<file path="src/rtl/fcmd_pkg.sv">
package fcmd_pkg;
  localparam int unsigned WORD_W = 32;
  localparam int unsigned STAT_W = 13;

  // command codes
  localparam logic [2:0] OP_NOP   = 3'd0;
  localparam logic [2:0] OP_PROG  = 3'd1;
  localparam logic [2:0] OP_ERASE = 3'd2;
  localparam logic [2:0] OP_CLRST = 3'd5;
  localparam logic [2:0] OP_BLANK = 3'd6;
  localparam logic [2:0] SZ_LAST  = 3'd5;

  // status bit positions
  localparam int unsigned ST_DONE   = 0;
  localparam int unsigned ST_PASS   = 1;
  localparam int unsigned ST_BUSY   = 2;
  localparam int unsigned ST_PROT   = 4;
  localparam int unsigned ST_VERIFY = 5;
  localparam int unsigned ST_ADDR   = 6;
  localparam int unsigned ST_MODE   = 7;
  localparam int unsigned ST_DATA   = 8;
  localparam int unsigned ST_MISC   = 12;

  // register word indices
  localparam int unsigned RI_GO      = 0;
  localparam int unsigned RI_OPCODE  = 1;
  localparam int unsigned RI_OPTIONS = 2;
  localparam int unsigned RI_TARGET  = 3;
  localparam int unsigned RI_LANES   = 4;
  localparam int unsigned RI_GUARD   = 5;
  localparam int unsigned RI_STATUS  = 6;
  localparam int unsigned RI_IRQRAW  = 7;
  localparam int unsigned RI_IRQEN   = 8;
  localparam int unsigned RI_IRQMSK  = 9;
  localparam int unsigned RI_IRQSET  = 10;
  localparam int unsigned RI_IRQACK  = 11;
  localparam int unsigned RI_DATA0   = 16;

  typedef enum logic [1:0] {
    PH_IDLE  = 2'd0,
    PH_CHECK = 2'd1,
    PH_WAIT  = 2'd2
  } phase_e;
endpackage

</file>
<file path="src/rtl/fcmd_decode.sv">
module fcmd_decode
  import fcmd_pkg::*;
#(
  parameter int unsigned NUM_BANKS = 2
) (
  input  logic [2:0]           cmd_i,
  input  logic [2:0]           size_i,
  input  logic [NUM_BANKS-1:0] bank_busy_i,
  output logic                 finish_now_o,
  output logic [STAT_W-1:0]    fail_o
);
  logic bad_code, writes_array, mode_bad, local_only;

  always_comb begin
    bad_code     = (cmd_i == 3'd3) || (cmd_i == 3'd7) || (size_i > SZ_LAST) ||
                   ((cmd_i == OP_BLANK) && (size_i != 3'd0));
    writes_array = (cmd_i == OP_PROG) || (cmd_i == OP_ERASE);
    mode_bad     = writes_array && (|bank_busy_i);
    local_only   = (cmd_i == OP_NOP) || (cmd_i == OP_CLRST);
    fail_o       = '0;
    if (bad_code)      fail_o[ST_MISC] = 1'b1;
    else if (mode_bad) fail_o[ST_MODE] = 1'b1;
    finish_now_o = bad_code || mode_bad || local_only;
  end
endmodule

</file>
<file path="src/rtl/fcmd_seqctl.sv">
module fcmd_seqctl
  import fcmd_pkg::*;
(
  input  logic              clk,
  input  logic              rst_n,
  input  logic              start_i,
  input  logic              finish_now_i,
  input  logic [STAT_W-1:0] local_fail_i,
  input  logic              seq_done_i,
  input  logic [3:0]        seq_fail_i,
  output phase_e            phase_o,
  output logic              complete_o,
  output logic [STAT_W-1:0] status_o
);
  phase_e            phase_q, phase_d;
  logic [STAT_W-1:0] status_q, status_d;

  always_comb begin
    phase_d    = phase_q;
    status_d   = status_q;
    complete_o = 1'b0;
    unique case (phase_q)
      PH_IDLE: if (start_i) begin
        phase_d            = PH_CHECK;
        status_d           = '0;
        status_d[ST_BUSY]  = 1'b1;
      end
      PH_CHECK: if (finish_now_i) begin
        complete_o         = 1'b1;
        phase_d            = PH_IDLE;
        status_d           = local_fail_i;
        status_d[ST_DONE]  = 1'b1;
        status_d[ST_PASS]  = ~|local_fail_i;
      end else begin
        phase_d            = PH_WAIT;
      end
      PH_WAIT: if (seq_done_i) begin
        complete_o          = 1'b1;
        phase_d             = PH_IDLE;
        status_d            = '0;
        status_d[ST_DONE]   = 1'b1;
        status_d[ST_PASS]   = ~|seq_fail_i;
        status_d[ST_PROT]   = seq_fail_i[0];
        status_d[ST_VERIFY] = seq_fail_i[1];
        status_d[ST_ADDR]   = seq_fail_i[2];
        status_d[ST_DATA]   = seq_fail_i[3];
      end
      default: phase_d = PH_IDLE;
    endcase
  end

  always_ff @(posedge clk or negedge rst_n) begin
    if (!rst_n) begin
      phase_q  <= PH_IDLE;
      status_q <= '0;
    end else begin
      phase_q  <= phase_d;
      status_q <= status_d;
    end
  end

  assign phase_o  = phase_q;
  assign status_o = status_q;
endmodule

</file>
<file path="src/rtl/fcmd_irq.sv">
module fcmd_irq (
  input  logic clk,
  input  logic rst_n,
  input  logic complete_i,
  input  logic set_i,
  input  logic clr_i,
  input  logic en_we_i,
  input  logic en_wd_i,
  output logic raw_o,
  output logic en_o,
  output logic irq_o
);
  logic raw_q, raw_d, en_q, en_d;

  always_comb begin
    raw_d = raw_q;
    if (complete_i || set_i) raw_d = 1'b1;
    else if (clr_i)          raw_d = 1'b0;
    en_d = en_we_i ? en_wd_i : en_q;
  end

  always_ff @(posedge clk or negedge rst_n) begin
    if (!rst_n) begin
      raw_q <= 1'b0;
      en_q  <= 1'b0;
    end else begin
      raw_q <= raw_d;
      en_q  <= en_d;
    end
  end

  assign raw_o = raw_q;
  assign en_o  = en_q;
  assign irq_o = raw_q & en_q;
endmodule

</file>
<file path="src/rtl/fcmd_frontend.sv">
module fcmd_frontend
  import fcmd_pkg::*;
#(
  parameter int unsigned ADDR_W     = 5,
  parameter int unsigned DATA_WORDS = 4,
  parameter int unsigned LANE_W     = 16,
  parameter int unsigned NUM_BANKS  = 2
) (
  input  logic                         clk,
  input  logic                         rst_n,
  input  logic                         reg_we,
  input  logic [ADDR_W-1:0]            reg_addr,
  input  logic [WORD_W-1:0]            reg_wdata,
  output logic [WORD_W-1:0]            reg_rdata,
  input  logic [NUM_BANKS-1:0]         bank_busy,
  output logic                         seq_req,
  output logic [2:0]                   seq_cmd,
  output logic [2:0]                   seq_size,
  output logic [WORD_W-1:0]            seq_opts,
  output logic [WORD_W-1:0]            seq_addr,
  output logic [LANE_W-1:0]            seq_lanes,
  output logic [DATA_WORDS*WORD_W-1:0] seq_data,
  output logic [WORD_W-1:0]            seq_guard,
  input  logic                         seq_done,
  input  logic [3:0]                   seq_fail,
  output logic                         irq_o
);
  localparam int unsigned DATA_W = DATA_WORDS * WORD_W;

  // reset: asserted asynchronously, released on the clock
  logic rst_meta_q, rst_sync_q, rst_int_n;
  always_ff @(posedge clk or negedge rst_n) begin
    if (!rst_n) begin
      rst_meta_q <= 1'b0;
      rst_sync_q <= 1'b0;
    end else begin
      rst_meta_q <= 1'b1;
      rst_sync_q <= rst_meta_q;
    end
  end
  assign rst_int_n = rst_sync_q;

  function automatic logic hit(input logic [ADDR_W-1:0] a, input int unsigned idx);
    return a == ADDR_W'(idx);
  endfunction

  phase_e            phase;
  logic              busy, complete, finish_now, start, cfg_open;
  logic [STAT_W-1:0] local_fail, status;
  logic              irq_raw, irq_en, irq_set, irq_clr, irq_en_we;

  assign busy     = (phase != PH_IDLE);
  assign cfg_open = reg_we && !busy;
  assign start    = cfg_open && hit(reg_addr, RI_GO) && reg_wdata[0];

  // staged registers
  logic [2:0]        cmd_q, cmd_d, size_q, size_d;
  logic [WORD_W-1:0] opts_q, opts_d, tgt_q, tgt_d, guard_q, guard_d;
  logic [LANE_W-1:0] lanes_q, lanes_d;
  logic [WORD_W-1:0] data_q [DATA_WORDS];

  always_comb begin
    cmd_d   = cmd_q;
    size_d  = size_q;
    opts_d  = opts_q;
    tgt_d   = tgt_q;
    guard_d = guard_q;
    lanes_d = lanes_q;
    if (cfg_open && hit(reg_addr, RI_OPCODE)) begin
      cmd_d  = reg_wdata[2:0];
      size_d = reg_wdata[6:4];
    end
    if (cfg_open && hit(reg_addr, RI_OPTIONS)) opts_d  = reg_wdata;
    if (cfg_open && hit(reg_addr, RI_TARGET))  tgt_d   = reg_wdata;
    if (cfg_open && hit(reg_addr, RI_GUARD))   guard_d = reg_wdata;
    if (complete)                                   lanes_d = '0;
    else if (cfg_open && hit(reg_addr, RI_LANES))   lanes_d = reg_wdata[LANE_W-1:0];
  end

  always_ff @(posedge clk or negedge rst_int_n) begin
    if (!rst_int_n) begin
      cmd_q   <= '0;
      size_q  <= '0;
      opts_q  <= '0;
      tgt_q   <= '0;
      guard_q <= '1;
      lanes_q <= '0;
    end else begin
      cmd_q   <= cmd_d;
      size_q  <= size_d;
      opts_q  <= opts_d;
      tgt_q   <= tgt_d;
      guard_q <= guard_d;
      lanes_q <= lanes_d;
    end
  end

  for (genvar w = 0; w < DATA_WORDS; w++) begin : g_data
    logic              wr_en;
    logic [WORD_W-1:0] word_d;
    assign wr_en = cfg_open && hit(reg_addr, RI_DATA0 + w);
    always_comb begin
      word_d = data_q[w];
      if (complete)   word_d = '1;
      else if (wr_en) word_d = reg_wdata;
    end
    always_ff @(posedge clk or negedge rst_int_n) begin
      if (!rst_int_n) data_q[w] <= '1;
      else            data_q[w] <= word_d;
    end
    assign seq_data[w*WORD_W +: WORD_W] = data_q[w];
  end

  fcmd_decode #(.NUM_BANKS(NUM_BANKS)) u_decode (
    .cmd_i        (cmd_q),
    .size_i       (size_q),
    .bank_busy_i  (bank_busy),
    .finish_now_o (finish_now),
    .fail_o       (local_fail)
  );

  fcmd_seqctl u_seqctl (
    .clk          (clk),
    .rst_n        (rst_int_n),
    .start_i      (start),
    .finish_now_i (finish_now),
    .local_fail_i (local_fail),
    .seq_done_i   (seq_done),
    .seq_fail_i   (seq_fail),
    .phase_o      (phase),
    .complete_o   (complete),
    .status_o     (status)
  );

  assign irq_set   = reg_we && hit(reg_addr, RI_IRQSET) && reg_wdata[0];
  assign irq_clr   = reg_we && hit(reg_addr, RI_IRQACK) && reg_wdata[0];
  assign irq_en_we = reg_we && hit(reg_addr, RI_IRQEN);

  fcmd_irq u_irq (
    .clk        (clk),
    .rst_n      (rst_int_n),
    .complete_i (complete),
    .set_i      (irq_set),
    .clr_i      (irq_clr),
    .en_we_i    (irq_en_we),
    .en_wd_i    (reg_wdata[0]),
    .raw_o      (irq_raw),
    .en_o       (irq_en),
    .irq_o      (irq_o)
  );

  always_comb begin
    reg_rdata = '0;
    if (hit(reg_addr, RI_GO))      reg_rdata[0] = busy;
    if (hit(reg_addr, RI_OPCODE)) begin
      reg_rdata[2:0] = cmd_q;
      reg_rdata[6:4] = size_q;
    end
    if (hit(reg_addr, RI_OPTIONS)) reg_rdata = opts_q;
    if (hit(reg_addr, RI_TARGET))  reg_rdata = tgt_q;
    if (hit(reg_addr, RI_LANES))   reg_rdata[LANE_W-1:0] = lanes_q;
    if (hit(reg_addr, RI_GUARD))   reg_rdata = guard_q;
    if (hit(reg_addr, RI_STATUS))  reg_rdata[STAT_W-1:0] = status;
    if (hit(reg_addr, RI_IRQRAW))  reg_rdata[0] = irq_raw;
    if (hit(reg_addr, RI_IRQEN))   reg_rdata[0] = irq_en;
    if (hit(reg_addr, RI_IRQMSK))  reg_rdata[0] = irq_o;
    for (int w = 0; w < DATA_WORDS; w++)
      if (hit(reg_addr, RI_DATA0 + int'(w))) reg_rdata = data_q[w];
  end

  assign seq_req   = (phase == PH_WAIT);
  assign seq_cmd   = cmd_q;
  assign seq_size  = size_q;
  assign seq_opts  = opts_q;
  assign seq_addr  = tgt_q;
  assign seq_lanes = lanes_q;
  assign seq_guard = guard_q;
endmodule

</file>
<file path="config.mk">
export PLATFORM = sky130hd
export DESIGN_NAME = fcmd_frontend
export DESIGN_NICKNAME = d
export VERILOG_FILES = /design/src/rtl/fcmd_pkg.sv /design/src/rtl/fcmd_decode.sv /design/src/rtl/fcmd_seqctl.sv /design/src/rtl/fcmd_irq.sv /design/src/rtl/fcmd_frontend.sv
export SDC_FILE = /design/constraint.sdc
export NUM_CORES = 1
export LEC_CHECK = 0
export BUFFER_PORTS_ARGS = -buffer_cell sky130_fd_sc_hd__buf_2
export CAP_MARGIN = 15
export CORE_ASPECT_RATIO = 0.6
export CORE_MARGIN = 1
export CORE_UTILIZATION = 51
export DETAILED_ROUTE_END_ITERATION = 16
export PLACE_DENSITY = 0.75
export SYNTH_ARGS = -nofsm -noshare
export SYNTH_HDL_FRONTEND = slang
export SYNTH_SLANG_ARGS = --single-unit
</file>
<file path="constraint.sdc">
create_clock -name clk -period 10 [get_ports clk]
set_input_delay 2 -clock clk [delete_from_list [all_inputs] [get_ports clk]]
set_output_delay 2 -clock clk [all_outputs]
set_load 0.02 [all_outputs]
</file>
# Word level (Yosys, flattened, before mapping)
# Index checks and enable logic that the tools add are counted.
[totals] register_bits=265 input_bits=47 output_inout_bits=280 word_cells=132
[op_classes] n_lt_le_gt_ge=1 n_eq_ne=26 muxes=41 bitwise_logic=1 reduce_logical=47
[ops] operator="two-way mux 32 bit" n=15
[ops] operator="two-way mux 13 bit" n=4
[ops] operator="two-way mux 16 bit" n=3
[ops] operator="one-hot mux 13 bit (3 select lines)" n=1
[ops] operator="== test 5 x 3 -> 1 bit (second input constant)" n=4
[ops] operator="== test 5 x 4 -> 1 bit (second input constant)" n=4
[ops] operator="== test 5 bit (second input constant)" n=4
[ops] operator="logical AND 1 bit" n=19
[ops] operator="nonzero test 2 bit" n=7
[ops] operator="two-way mux 1 bit" n=11
[ops] operator="== test 5 x 2 -> 1 bit (second input constant)" n=2
[ops] operator="== test 3 bit (second input constant)" n=3
[ops] operator="logical OR 1 bit" n=8
[ops] operator="== test 3 x 2 -> 1 bit (second input constant)" n=2
[ops] operator="two-way mux 2 bit" n=3
[ops] operator="two-way mux 3 bit" n=2
[ops] operator="one-hot mux 2 bit (3 select lines)" n=1
[ops] operator="nonzero test 3 bit" n=2
[ops] operator="== test 5 x 1 -> 1 bit (second input constant)" n=1
[ops] operator="logical NOT 5 bit" n=1
[ops] operator="!= test 2 bit (second input constant)" n=2
[ops] operator="AND reduction 4 bit" n=1
[ops] operator="OR reduction 2 bit" n=2
[ops] operator="OR reduction 4 bit" n=1
[ops] operator="11 further kinds" n=13

# Depth between registers and ports, before layout
# Gate-level depths: netlist of run 1.
[logic_depth] depth_word=15 mapped_depth=9 mapped_depth_nobuf=7

# By module
# Synthesis of run 1 repeated with hierarchy kept, for this count alone.
[hier_totals] hier_cells=1327 hier_area_um2=13641.8
[modules_own_cells] module="fcmd_frontend" instances=1 cells_per_inst=1211 area_each_um2=12549.5 seq_area_each_um2=6406.1
[modules_own_cells] module="fcmd_seqctl" instances=1 cells_per_inst=85 area_each_um2=845.8 seq_area_each_um2=375.4
[modules_own_cells] module="fcmd_decode" instances=1 cells_per_inst=24 area_each_um2=162.7 seq_area_each_um2=0.0
[modules_own_cells] module="fcmd_irq" instances=1 cells_per_inst=7 area_each_um2=83.8 seq_area_each_um2=50.0

# Worst setup path after synthesis of run 1
# Ideal clock, no wire load.
[synth_path] kind="in2out" from="input reg_addr[3]" to="output reg_rdata[1]" t_arrival_ps=3583 required_ps=8000 path_slack_ps=4417 stages=5 path_buffers=2 path_cell_list="buf_2 > or3b_1 > buf_2 > o32a_1 > o32ai_1"
[synth_between] elab_chain_cells=11 elab_cells_between_ends=20 cone_classes="eq/ne: 10; mux: 10"
[synth_lines] item="start, declared" line="fcmd_frontend.sv:12" rtl="input logic [ADDR_W-1:0] reg_addr,"
[synth_lines] item="== test 5 x 1 -> 1 bit" line="fcmd_frontend.sv:44" rtl="return a == ADDR_W'(idx);"
[synth_lines] item="two-way mux 3 bit" line="fcmd_frontend.sv:155" rtl="if (hit(reg_addr, RI_OPCODE)) begin"
[synth_lines] item="two-way mux 32 bit" line="fcmd_frontend.sv:159" rtl="if (hit(reg_addr, RI_OPTIONS)) reg_rdata = opts_q;"
[synth_lines] item="two-way mux 32 bit" line="fcmd_frontend.sv:160" rtl="if (hit(reg_addr, RI_TARGET)) reg_rdata = tgt_q;"
[synth_lines] item="two-way mux 16 bit" line="fcmd_frontend.sv:161" rtl="if (hit(reg_addr, RI_LANES)) reg_rdata[LANE_W-1:0] = lanes_q;"
[synth_lines] item="two-way mux 32 bit" line="fcmd_frontend.sv:162" rtl="if (hit(reg_addr, RI_GUARD)) reg_rdata = guard_q;"
[synth_lines] item="two-way mux 13 bit" line="fcmd_frontend.sv:163" rtl="if (hit(reg_addr, RI_STATUS)) reg_rdata[STAT_W-1:0] = status;"
[synth_lines] item="two-way mux 32 bit (3 in series)" line="fcmd_frontend.sv:168" rtl="if (hit(reg_addr, RI_DATA0 + int'(w))) reg_rdata = data_q[w];"
[synth_lines] item="two-way mux 32 bit (*)" line="fcmd_frontend.sv:168"
[synth_lines] item="end, declared" line="fcmd_frontend.sv:14" rtl="output logic [WORD_W-1:0] reg_rdata,"
# Mark *: on every way between the ends. The rest lies on a longest branch, timed or not.

# Final worst setup path of run 1
[layout_path] from="input reg_addr[4]" to="output reg_rdata[18]"
[layout_between] elab_chain_cells=8 elab_cells_between_ends=14 cone_classes="eq/ne: 7; mux: 7"
[layout_lines] item="== test 5 x 2 -> 1 bit" line="fcmd_frontend.sv:44"
[layout_lines] item="two-way mux 32 bit" line="fcmd_frontend.sv:159"
[layout_lines] item="two-way mux 32 bit" line="fcmd_frontend.sv:160"
[layout_lines] item="two-way mux 32 bit" line="fcmd_frontend.sv:162"
[layout_lines] item="two-way mux 32 bit (3 in series)" line="fcmd_frontend.sv:168"
[layout_lines] item="two-way mux 32 bit (*)" line="fcmd_frontend.sv:168"
# Marks and branches as above.

==> results of run 1 <==
[stage by stage]
step	hold slack, ns	instance area (um2)	utilization
final	0.2073	15360	0.6269
after global routing	0.2237	15360	0.6269
after CTS	0.2131	15350	0.6264
after detailed placement	0.2093	14580	0.5950
after global placement	0.2040	14580	0.5950
after floorplan	0.3312	12890	-
[final cells by class]
class	count	area [um2]
Fill cell	2078	9141
Tap cell	322	402.9
Clock buffer	40	742.0
Inverter	25	93.84
Timing Repair Buffer	344	1770
Multi-Input combinational cell	922	5587
Clock inverter	5	26.28
Sequential cell	261	6735
[state kept, by name (all words and copies together) (netlist names)]
register / cells
seq_guard: 32
u_irq.en_o: 1
seq_size: 3
u_irq.raw_o: 1
rst_meta_q: 1
u_seqctl.phase_o: 2
seq_opts: 32
seq_lanes: 16
u_seqctl.status_o: 9
seq_cmd: 3
seq_data: 128
rst_int_n: 1
seq_addr: 32
[cell families after synthesis]
| kind of cell | synth area share |
|---|---|
| other | 0.0002909 |
| DFF | 0.5221 |
| xor gates and xnor gates | 0.0006795 |
| buffers and inverters | 0.04911 |
| AOI/OAI and AO/OA | 0.1228 |
| and+or+nand+nor | 0.1954 |
| muxes | 0.1048 |
| adders and majority gates | 0.004852 |
[layout by cell type (no fill, tap or decap), types with 5 or more instances in the layout]
master     synthesis  layout
a221o_1            5       5
mux2i_1            9       9
clkbuf_8           0       6
mux2_2           104     104
nor2_4             1       5
a21oi_1           50      50
a31oi_1            5       5
buf_4              4      17
nand2_1          335     331
nor2b_1            8       8
inv_1             25      25
clkbuf_16          0      25
nand2b_1           5       5
o22ai_1           16      16
dfrtp_1          101     100
o211ai_1          16      16
buf_2             48     326
nand3_1          141     141
a222oi_1          18      18
o21ai_0           44      44
dfstp_2          160     160
nor2_1            39      35
clkbuf_1          36       9
a21o_1            15      15
a22oi_1           18      18
nor3_1             5       5
ha_1               5       5
[critical path, stage by stage]
cell     delay [ns]
buf_2          0.31
nor3b_4        0.68
buf_4          0.46
nand2_1        0.81
o22ai_1        0.47
a21oi_1        0.09
a21o_1         0.17
buf_2          0.15
[routing by layer]
layer	routed length, um	part of all wire
met1	19890	0.41
met4	1149	0.024
met3	6825	0.14
met2	20430	0.42
met5	13	0.00027
[report_power, final]
part	leakage (uW)	internal [uW]	switching, uW
clock	0.000382	507	407
sequential	0.00301	1510	306
combinational	0.00391	517	1020
total	0.00730	2530	1730
[path summary, 6_finish.rpt]
path / startpoint / to / slack [ns] / cells past startpoint
setup / recovery: reg_addr[4] / reg_rdata[18] / 2.83 / 8
hold / removal: rst_int_n$_DFF_PN0_ / seq_lanes[8]$_DFFE_PN0P_ / 0.21 / 0
setup reg to reg: u_seqctl.phase_o[0]$_DFFE_PN0P_ / seq_opts[27]$_DFFE_PN0P_ / 6.61 / 6
hold reg to reg: rst_int_n$_DFF_PN0_ / seq_lanes[8]$_DFFE_PN0P_ / 0.21 / 0
max in group asynchronous: rst_int_n$_DFF_PN0_ / seq_opts[28]$_DFFE_PN0P_ / 8.43 / 1
min in group clk: rst_meta_q$_DFF_PN0_ / rst_int_n$_DFF_PN0_ / 0.36 / 0
==> metrics.md, run 1 <==
| Metric | Value |
|---|---|
| Final worst path period need | `7.170 ns` |
| CP endpoint kind | `output pin` |
| Die ar. | `0.02594 mm2` |
| Max Slew Vio Count | `0` |
| Pwr/cell area | `277.9 mW/mm2` |
| Total Power | `4267 uW` |
| Average vias per placed instance | `6.349` |
| Final hold viol count | `0` |
| Clk_lat worst skew | `0.52 ns` |
| Setup Viol. Count Final | `0` |
| Initial antenna violation count | `1` |
| Post-Syn Instances | `1311` |
| FP Rows | `44` |
| Met2 usage | `0.5203` |
| GR Util All Layers | `0.3658` |
| CP Max Fanout | `23` |
| Max VDD drop | `0.0001428 V` |
| DRC Markers | `0` |
| Area contributors post-synth | `dfstp_2 (33%), dfrtp_1 (20%), nand2_1 (9.8%), mux2_2 (9.1%), nand3_1 (5.5%)` |
| Clk buf depth | `3` |
| Final WS setup | `2.830 ns` |
| I/O Buffers | `326` |
| Die W | `207.3 um` |
| Unrepaired setup endpoints after global routing | `no` |
| Placed cells | `1873` |
| Dpl ws | `2.999 ns` |
| EDFF count, synth | `0` |
| Routed WL per cell | `25.17 um` |
| Critical path class | `primary input to output pin` |
| DP HPWL | `32250 um` |
| Skew final | `0.01237 ns` |
| Ports | `327` |
| Layout cells sized above 1 | `0.4189` |
| Worst min path class | `register to async pin` |
| Routed via count | `12180` |
| Status | `finished clean` |
| ANT cells | `0` |
| Clock sink count | `261` |
| Largest area contributor in the netlist | `dfstp_2` |
| Largest net degree at the start of global routing | `83` |
| GRT overflow | `0` |
| DRT Pass-1 Iters | `6` |
| Area share of the largest cell type after synthesis | `0.3261` |
| Root Driver | `clkbuf_16` |
| P&R area growth vs syn | `19.12%` |
| Main synth FF type | `dfstp_2` |
| Gr busiest metal | `met1` |
| Top cells by count, synth | `nand2_1 (335), dfstp_2 (160), nand3_1 (141), mux2_2 (104), dfrtp_1 (101)` |
| Vias in the first global route | `11440` |
| Lkg Pwr | `0.007300 uW` |
| Post-CTS sizing | `0` |
| Initial DRC count | `1442` |
| Post-synth cell types | `67` |
| Area of the mapped netlist | `0.01289 mm2` |
| Die height | `125.2 um` |
| Crit start category | `primary input` |
| Layout Cells excl Fill | `1919` |
| Met1 GRT Util | `0.5273` |
| Setup TNS | `0 ns` |
| Routability cong. | `0.9474` |
| Sequential area share after synthesis | `0.5221` |
| TritonCTS clock tree | `done` |
| Post-CTS Setup Inserts | `0` |
| Final period utilization | `0.7170` |
| H-tree Lvls | `1` |
| CTS buffer count | `25` |
| ANT nets after route | `0` |
| Hold buffer count at CTS | `0` |
| Top-count cell post-synth | `nand2_1` |
| DRT Wirelength | `48310 um` |
| Worst slew margin | `0.1626` |
| Max-cap viol count | `0` |
| Worst Tran Pin Value | `1.253 ns` |
| Register bit total from synthesis | `261` |
| Initial Util | `0.5263` |
| Clock slew at reported path FFs | `0.06 ns` |
| Post-Syn Nets | `1363` |
| Critical path data arrival time | `5.17 ns` |
| Achievable Freq | `139.5 MHz` |
| Synth warnings | `0` |
| Core Region | `0.02450 mm2` |
| Fin nets | `1631` |
| Grt met3 use | `0.1336` |
| CP required | `8.00 ns` |
| Asr flop ratio synth | `1.000` |
| Average size of a mapped cell | `9.834 um2` |
| First-pass GRT wire length | `72270 um` |
No activity file was read; power rests on OpenSTA's default activity.
==> run 2: changes to the inputs <==
CORE_UTILIZATION = 49   (was 51)
PLACE_DENSITY = 0.76   (was 0.75)
clock period = 6.45 ns   (was 10 ns; I/O delays follow)
==> run 2 against run 1 <==
Against the previous run: core utilization decreased by 2.0 points; global-route usage shrank 1.1 points; combinational power grew 53%; largest power group unchanged; largest cell class unchanged; hold slack improved by 0.15 ns; die area increased by 4.0%.
==> metrics.md, run 2 (synthesized netlist as in run 1, its figures left out) <==
| Metric | Value |
|---|---|
| Status | `finished clean` |
| Most frequent cells in the layout | `nand2_1 (331), buf_2 (326), dfstp_2 (160)` |
| Core Util, Final | `0.6073 (-0.01952)` |
| FP Rows | `45 (+2.3%)` |
| CP max stage delay | `0.87 ns (+0.06 ns)` |
| DRT Pass-1 Iters | `7 (+1)` |
| Clock slew at reported path FFs | `0.07 ns (about the same)` |
| Max-cap viol count | `0 (unchanged)` |
| Clock sink count | `261 (unchanged)` |
| GR Util All Layers | `0.3547 (-0.01113)` |
| Worst R2R Path Depth | `6 (unchanged)` |
| CTS buffer count | `25 (unchanged)` |
| CP Max Fanout | `21 (-8.7%)` |
| Final hold viol count | `0 (unchanged)` |
| Post-route cell area | `0.01552 mm2 (+1.1%)` |
| Area after DPL | `0.01465 mm2 (+0.52%)` |
| Critical path data arrival time | `3.97 ns (-1.20 ns)` |
| Initial antenna violation count | `0 (-1)` |
| Metal3 WL | `6418 um (-6.0%)` |
| First-pass GRT wire length | `71960 um (-0.43%)` |
| ANT cells | `0 (unchanged)` |
| Max VDD drop | `0.0002241 V (+57%)` |
| Average vias per placed instance | `6.276 (-1.1%)` |
| DP HPWL | `32260 um (about the same)` |
| Layout cells sized above 1 | `0.4242 (+0.005294)` |
| Routability cong. | `0.9228 (-2.6%)` |
| Worst slew margin | `0.2196 (+0.05694)` |
| Largest net degree at the start of global routing | `79 (-4.8%)` |
| Critical path class | `primary input to output pin` |
| Unrepaired setup endpoints after global routing | `no` |
| Die height | `127.6 um (+2.0%)` |
| CP endpoint kind | `output pin` |
| Die W | `211.4 um (+2.0%)` |
| Launching point of the worst reg2reg path | `u_seqctl.phase_o[1]$_DFFE_PN0P_` |
| DR WL met2 | `20430 um (about the same)` |
| RR Endpoint | `seq_opts[17]$_DFFE_PN0P_` |
| Root Driver | `clkbuf_16` |
| Core Region | `0.02556 mm2 (+4.3%)` |
| Layout Cells excl Fill | `1955 (+1.9%)` |
| Achievable Freq | `190.3 MHz` |
| Hold buffer count at CTS | `0 (unchanged)` |
| Initial DRC count | `1558 (+8.0%)` |
| Min-delay src | `rst_meta_q$_DFF_PN0_` |
| Worst Tran Pin Value | `1.168 ns (-0.08520 ns)` |
| I/O Buffers | `326 (unchanged)` |
| DRT Wirelength | `48430 um (+0.26%)` |
| Routed via count | `12270 (+0.71%)` |
| Setup TNS | `0 ns (unchanged)` |
| WHS | `0.3607 ns (+0.1533 ns)` |
| Initial Util | `0.5044 (-0.02189)` |
| Ports | `327 (unchanged)` |
| Largest register FFs | `128 (unchanged)` |
| Clk_lat worst skew | `0.53 ns (about the same)` |
| P&R area growth vs syn | `20.42%` |
| Max Used Layer | `met4` |
| CP required | `5.16 ns (-2.84 ns)` |
| Worst min path class | `register to register` |
| Worst path buffer plus inverter count | `3 (unchanged)` |
| Routed length on met1 | `20460 um (+2.9%)` |
| Max Slew Vio Count | `0 (unchanged)` |
| Placed cells | `1908 (+1.9%)` |
| Clk buf depth | `3 (unchanged)` |
| GRT overflow | `0 (unchanged)` |
| Setup Viol. Count Final | `0 (unchanged)` |
| H-tree Lvls | `1 (unchanged)` |
| CP cell instances | `buf_2 -> or3_1 -> nor2_2 -> buf_4 -> a222oi_1 -> a21oi_1 -> a21o_1 -> buf_2` |
| Vias in the first global route | `11350 (-0.80%)` |
| Final worst path period need | `5.256 ns` |
| TritonCTS clock tree | `done` |
| Pwr/cell area | `432.5 mW/mm2 (+56%)` |
| Most common cell after layout, fill and taps aside | `nand2_1` |
| Largest delay share family, worst path | `simple AND/OR/NAND/NOR gates` |
| Hold depth | `0` |
| Worst path most repeated cell | `buf_2` |
| Post-CTS Setup Inserts | `0 (unchanged)` |
| Fin nets | `1637 (+0.37%)` |
| Reg2Reg Setup Slack | `3.22 ns (-3.39 ns)` |
| Routed WL per cell | `24.77 um (-1.6%)` |
| Lkg Pwr | `0.007374 uW (+1.0%)` |
| Die ar. | `0.02698 mm2 (+4.0%)` |
| Critical Path Slowest Stage Cell | `nor2_2` |
| Post-CTS sizing | `0 (unchanged)` |
| Final period utilization | `0.8148` |
| DRC Markers | `0 (unchanged)` |
| Crit start category | `primary input` |
| ANT nets after route | `0 (unchanged)` |
| Endpoint, Worst Hold | `rst_int_n$_DFF_PN0_` |
| Skew final | `0.01574 ns (+0.003363 ns)` |
[run 2: changes by cell type in the layout (fill, tap and decap cells not counted)]
| cell | change |
|---|---|
| buf_4 | +5 |
| clkbuf_1 | -5 |
| clkinv_2 | +3 |
| buf_12 | +2 |
| bufinv_16 | +2 |
| buf_6 | -1 |
| clkbuf_8 | +1 |
| inv_4 | -1 |
[run 2: per-stage QoR]
step                setup slack (ns)  power (uW)
finish                         1.194        6714
global route                   1.093        6981
CTS                            1.233        6677
detailed placement             1.240        5150
global placement               1.275        5093
floorplan                      2.287        4243
[run 2: where the power goes]
part | switching [uW] | internal, uW
combinational | 1550 | 802
sequential | 498 | 2340
clock | 651 | 872
[run 2: how the worst max path moves through the flow]
stage / slack [ns] / to / startpoint / depth (start not counted)
after floorplan: 2.29 / reg_rdata[1] / reg_addr[3] / 5
after global placement: 1.28 / reg_rdata[24] / reg_addr[3] / 8
after detailed placement: 1.24 / reg_rdata[24] / reg_addr[3] / 8
after CTS: 1.23 / reg_rdata[24] / reg_addr[3] / 8
after global routing: 1.09 / reg_rdata[22] / reg_addr[3] / 8
final: 1.19 / reg_rdata[24] / reg_addr[3] / 8
[run 2: layout make-up]
cell class                 instances  area, um2
fill                            2217      10040
sequential                       261       6735
multi-input combinational        922       5587
timing repair buffer             350       1837
clock buffer                      36      737.0
tap                              352      440.4
clock inverter                     9      95.09
inverter                          25      93.84
[run 2: routing by layer]
layer / vias up / global-route usage
li1: 5170 / -
met1: 6107 / 0.5285
met2: 912 / 0.5014
met3: 81 / 0.1042
met4: 0 / 0.09079
met5: - / 0
[run 2: worst register-to-register path: stages (launching register included)]
cell and delay [ns]:
dfrtp_1 0.40, inv_1 0.14, ha_1 0.35, nand2_1 0.47
nor3_4 0.85, buf_4 0.52, mux2_2 0.40
==> run 3: changes to the inputs <==
clock period = 4.34 ns   (was 6.45 ns; I/O delays follow)
==> run 3 against run 2 <==
Against the previous run: flip-flop and latch count unchanged; hold slack got worse by 0.25 ns; wire length increased by 0.58%; global-route usage increased by 0.37 points; via count increased by 0.79%; sequential share of layout area decreased by 0.45 points.
==> metrics.md, run 3 (synthesized netlist as in run 1, its figures left out) <==
| Metric | Value |
|---|---|
| Status | `finished clean` |
| Worst Tran Pin Value | `1.155 ns (-0.01298 ns)` |
| Clk_lat worst skew | `0.53 ns (about the same)` |
| Routed via count | `12370 (+0.79%)` |
| Max-cap viol count | `0 (unchanged)` |
| ANT nets after route | `0 (unchanged)` |
| Fin nets | `1657 (+1.2%)` |
| TritonCTS clock tree | `done` |
| CP required | `3.47 ns (-1.69 ns)` |
| Most frequent cells in the layout | `nand2_1 (331), buf_2 (326), dfstp_2 (160)` |
| Achievable Freq | `243.1 MHz` |
| RR Endpoint | `seq_data[92]$_DFFE_PN1P_` |
| Layout cells sized above 1 | `0.4270 (+0.002782)` |
| Initial DRC count | `1943 (+25%)` |
| H-tree Lvls | `1 (unchanged)` |
| CP max stage delay | `0.66 ns (-0.21 ns)` |
| Pwr/cell area | `632.6 mW/mm2 (+46%)` |
| ANT cells | `0 (unchanged)` |
| DRC Markers | `0 (unchanged)` |
| Critical path data arrival time | `3.25 ns (-0.72 ns)` |
| Root Driver | `clkbuf_16` |
| Critical path class | `primary input to output pin` |
| Max VDD drop | `0.0004654 V (+110%)` |
| Crit start category | `primary input` |
| Initial Util | `0.5044 (unchanged)` |
| Skew final | `0.01153 ns (-0.004202 ns)` |
| Worst path buffer plus inverter count | `2 (-1)` |
| Setup Viol. Count Final | `0 (unchanged)` |
| Clock share of power | `0.221 (-0.006)` |
| Die height | `127.6 um (unchanged)` |
| Vias in the first global route | `11740 (+3.5%)` |
| Clock sink count | `261 (unchanged)` |
| CTS buffer count | `25 (unchanged)` |
| Unrepaired setup endpoints after global routing | `no` |
| Max Slew Vio Count | `0 (unchanged)` |
| Die ar. | `0.02698 mm2 (unchanged)` |
| I/O Buffers | `326 (unchanged)` |
| DRT Pass-1 Iters | `7 (unchanged)` |
| Ports | `327 (unchanged)` |
| Worst R2R Path Depth | `6 (unchanged)` |
| Average vias per placed instance | `6.262 (-0.23%)` |
| Final worst path period need | `4.114 ns` |
| Largest register FFs | `128 (unchanged)` |
| Routability cong. | `0.9274 (+0.50%)` |
| Sw Pwr | `3998 uW (+48%)` |
| P&R area growth vs syn | `21.68%` |
| Final hold viol count | `0 (unchanged)` |
| Gr busiest metal | `met1` |
| Clk buf depth | `3 (unchanged)` |
| Post-CTS Setup Inserts | `0 (unchanged)` |
| Hold buffer count at CTS | `0 (unchanged)` |
| Clock slew at reported path FFs | `0.07 ns (about the same)` |
| Largest net degree at the start of global routing | `130 (+65%)` |
| Reg2Reg Setup Slack | `1.52 ns (-1.70 ns)` |
| CP endpoint kind | `output pin` |
| Core Region | `0.02556 mm2 (unchanged)` |
| Worst slew margin | `0.2283 (+0.008676)` |
| First-pass GRT wire length | `73000 um (+1.4%)` |
| Met2 usage | `0.5074 (+0.005998)` |
| Initial antenna violation count | `0 (unchanged)` |
| GRT overflow | `0 (unchanged)` |
| Worst path depth | `7 (-1)` |
| Routed WL per cell | `24.67 um (-0.43%)` |
| Critical Path Slowest Stage Cell | `nand2_1` |
| Grt met3 use | `0.09022 (-0.01401)` |
| Met1 GRT Util | `0.5382 (+0.009694)` |
| WHS | `0.1089 ns (-0.2518 ns)` |
| Sw frac | `0.4029 (+0.001093)` |
| CP cell instances | `buf_2 -> nor3b_4 -> nand2_1 -> o22ai_1 -> a21oi_1 -> a21o_1 -> buf_2` |
| Worst path most repeated cell | `buf_2` |
| Flop pwr share | `0.425 (+0.002)` |
| Launching point of the worst reg2reg path | `u_seqctl.phase_o[0]$_DFFE_PN0P_` |
| Post-CTS sizing | `0 (unchanged)` |
| Largest delay share family, worst path | `simple AND/OR/NAND/NOR gates` |
| Gate power share | `0.354 (+0.004)` |
| Worst min path class | `primary input to async pin` |
| Die W | `211.4 um (unchanged)` |
| Final period utilization | `0.9478` |
| Pint | `5925 uW (+48%)` |
| DP HPWL | `33070 um (+2.5%)` |
| Most common cell after layout, fill and taps aside | `nand2_1` |
| GR Util All Layers | `0.3584 (+0.003693)` |
| Setup TNS | `0 ns (unchanged)` |
| FP Rows | `45 (unchanged)` |
| CP Max Fanout | `21 (unchanged)` |
| Lkg Pwr | `0.007453 uW (+1.1%)` |
| DRT Wirelength | `48720 um (+0.58%)` |
run 3: cell count changes in the layout (fill, tap and decap cells not counted), sizes merged:
cell,delta
buf,+20
clkbuf,+5
clkinv,-5
bufinv,-1
clkinvlp,+1
run 3: worst max-delay path by stage:
| stage | slack [ns] | to | start |
|---|---|---|---|
| floorplan | 0.21 | seq_addr[0]$_DFFE_PN0P_ | rst_int_n$_DFF_PN0_ |
| global placement | 0.44 | reg_rdata[16] | reg_addr[4] |
| detailed placement | 0.31 | reg_rdata[17] | reg_addr[4] |
| CTS | 0.29 | reg_rdata[17] | reg_addr[4] |
| global route | 0.12 | reg_rdata[17] | reg_addr[4] |
| finish | 0.23 | reg_rdata[17] | reg_addr[4] |
run 3: area by class of cell:
type / count / area (um2)
Tap cell: 352 / 440.4
Inverter: 25 / 93.84
Sequential cell: 261 / 6735
Multi-Input combinational cell: 922 / 5587
Clock inverter: 4 / 47.55
Clock buffer: 41 / 747.0
Timing Repair Buffer: 370 / 2037
Fill cell: 2176 / 9874
run 3: stage by stage:
step | std cells | total power (uW) | setup slack, ns | area, um2 | utilization
floorplan | 1311 | 6306 | 0.2101 | 12890 | -
global placement | 1930 | 7582 | 0.4364 | 14890 | 0.5826
detailed placement | 1930 | 7681 | 0.3117 | 14890 | 0.5826
CTS | 1975 | 9868 | 0.2944 | 15690 | 0.6137
global route | 1975 | 10340 | 0.1153 | 15690 | 0.6137
finish | 1975 | 9924 | 0.2264 | 15690 | 0.6137
run 3: power groups by stage:
stage	combinational [uW]	sequential, uW	clock, uW
floorplan	1430	4870	0
global placement	3400	4180	0
detailed placement	3480	4210	0
CTS	3490	4180	2200
global route	3750	4290	2300
finish	3510	4220	2190
run 3: routing by layer:
metal,up-vias,wire [um]
met2,872,20760
met4,0,1343
met5,-,0
met3,109,6158
met1,6176,20450
li1,5210,-
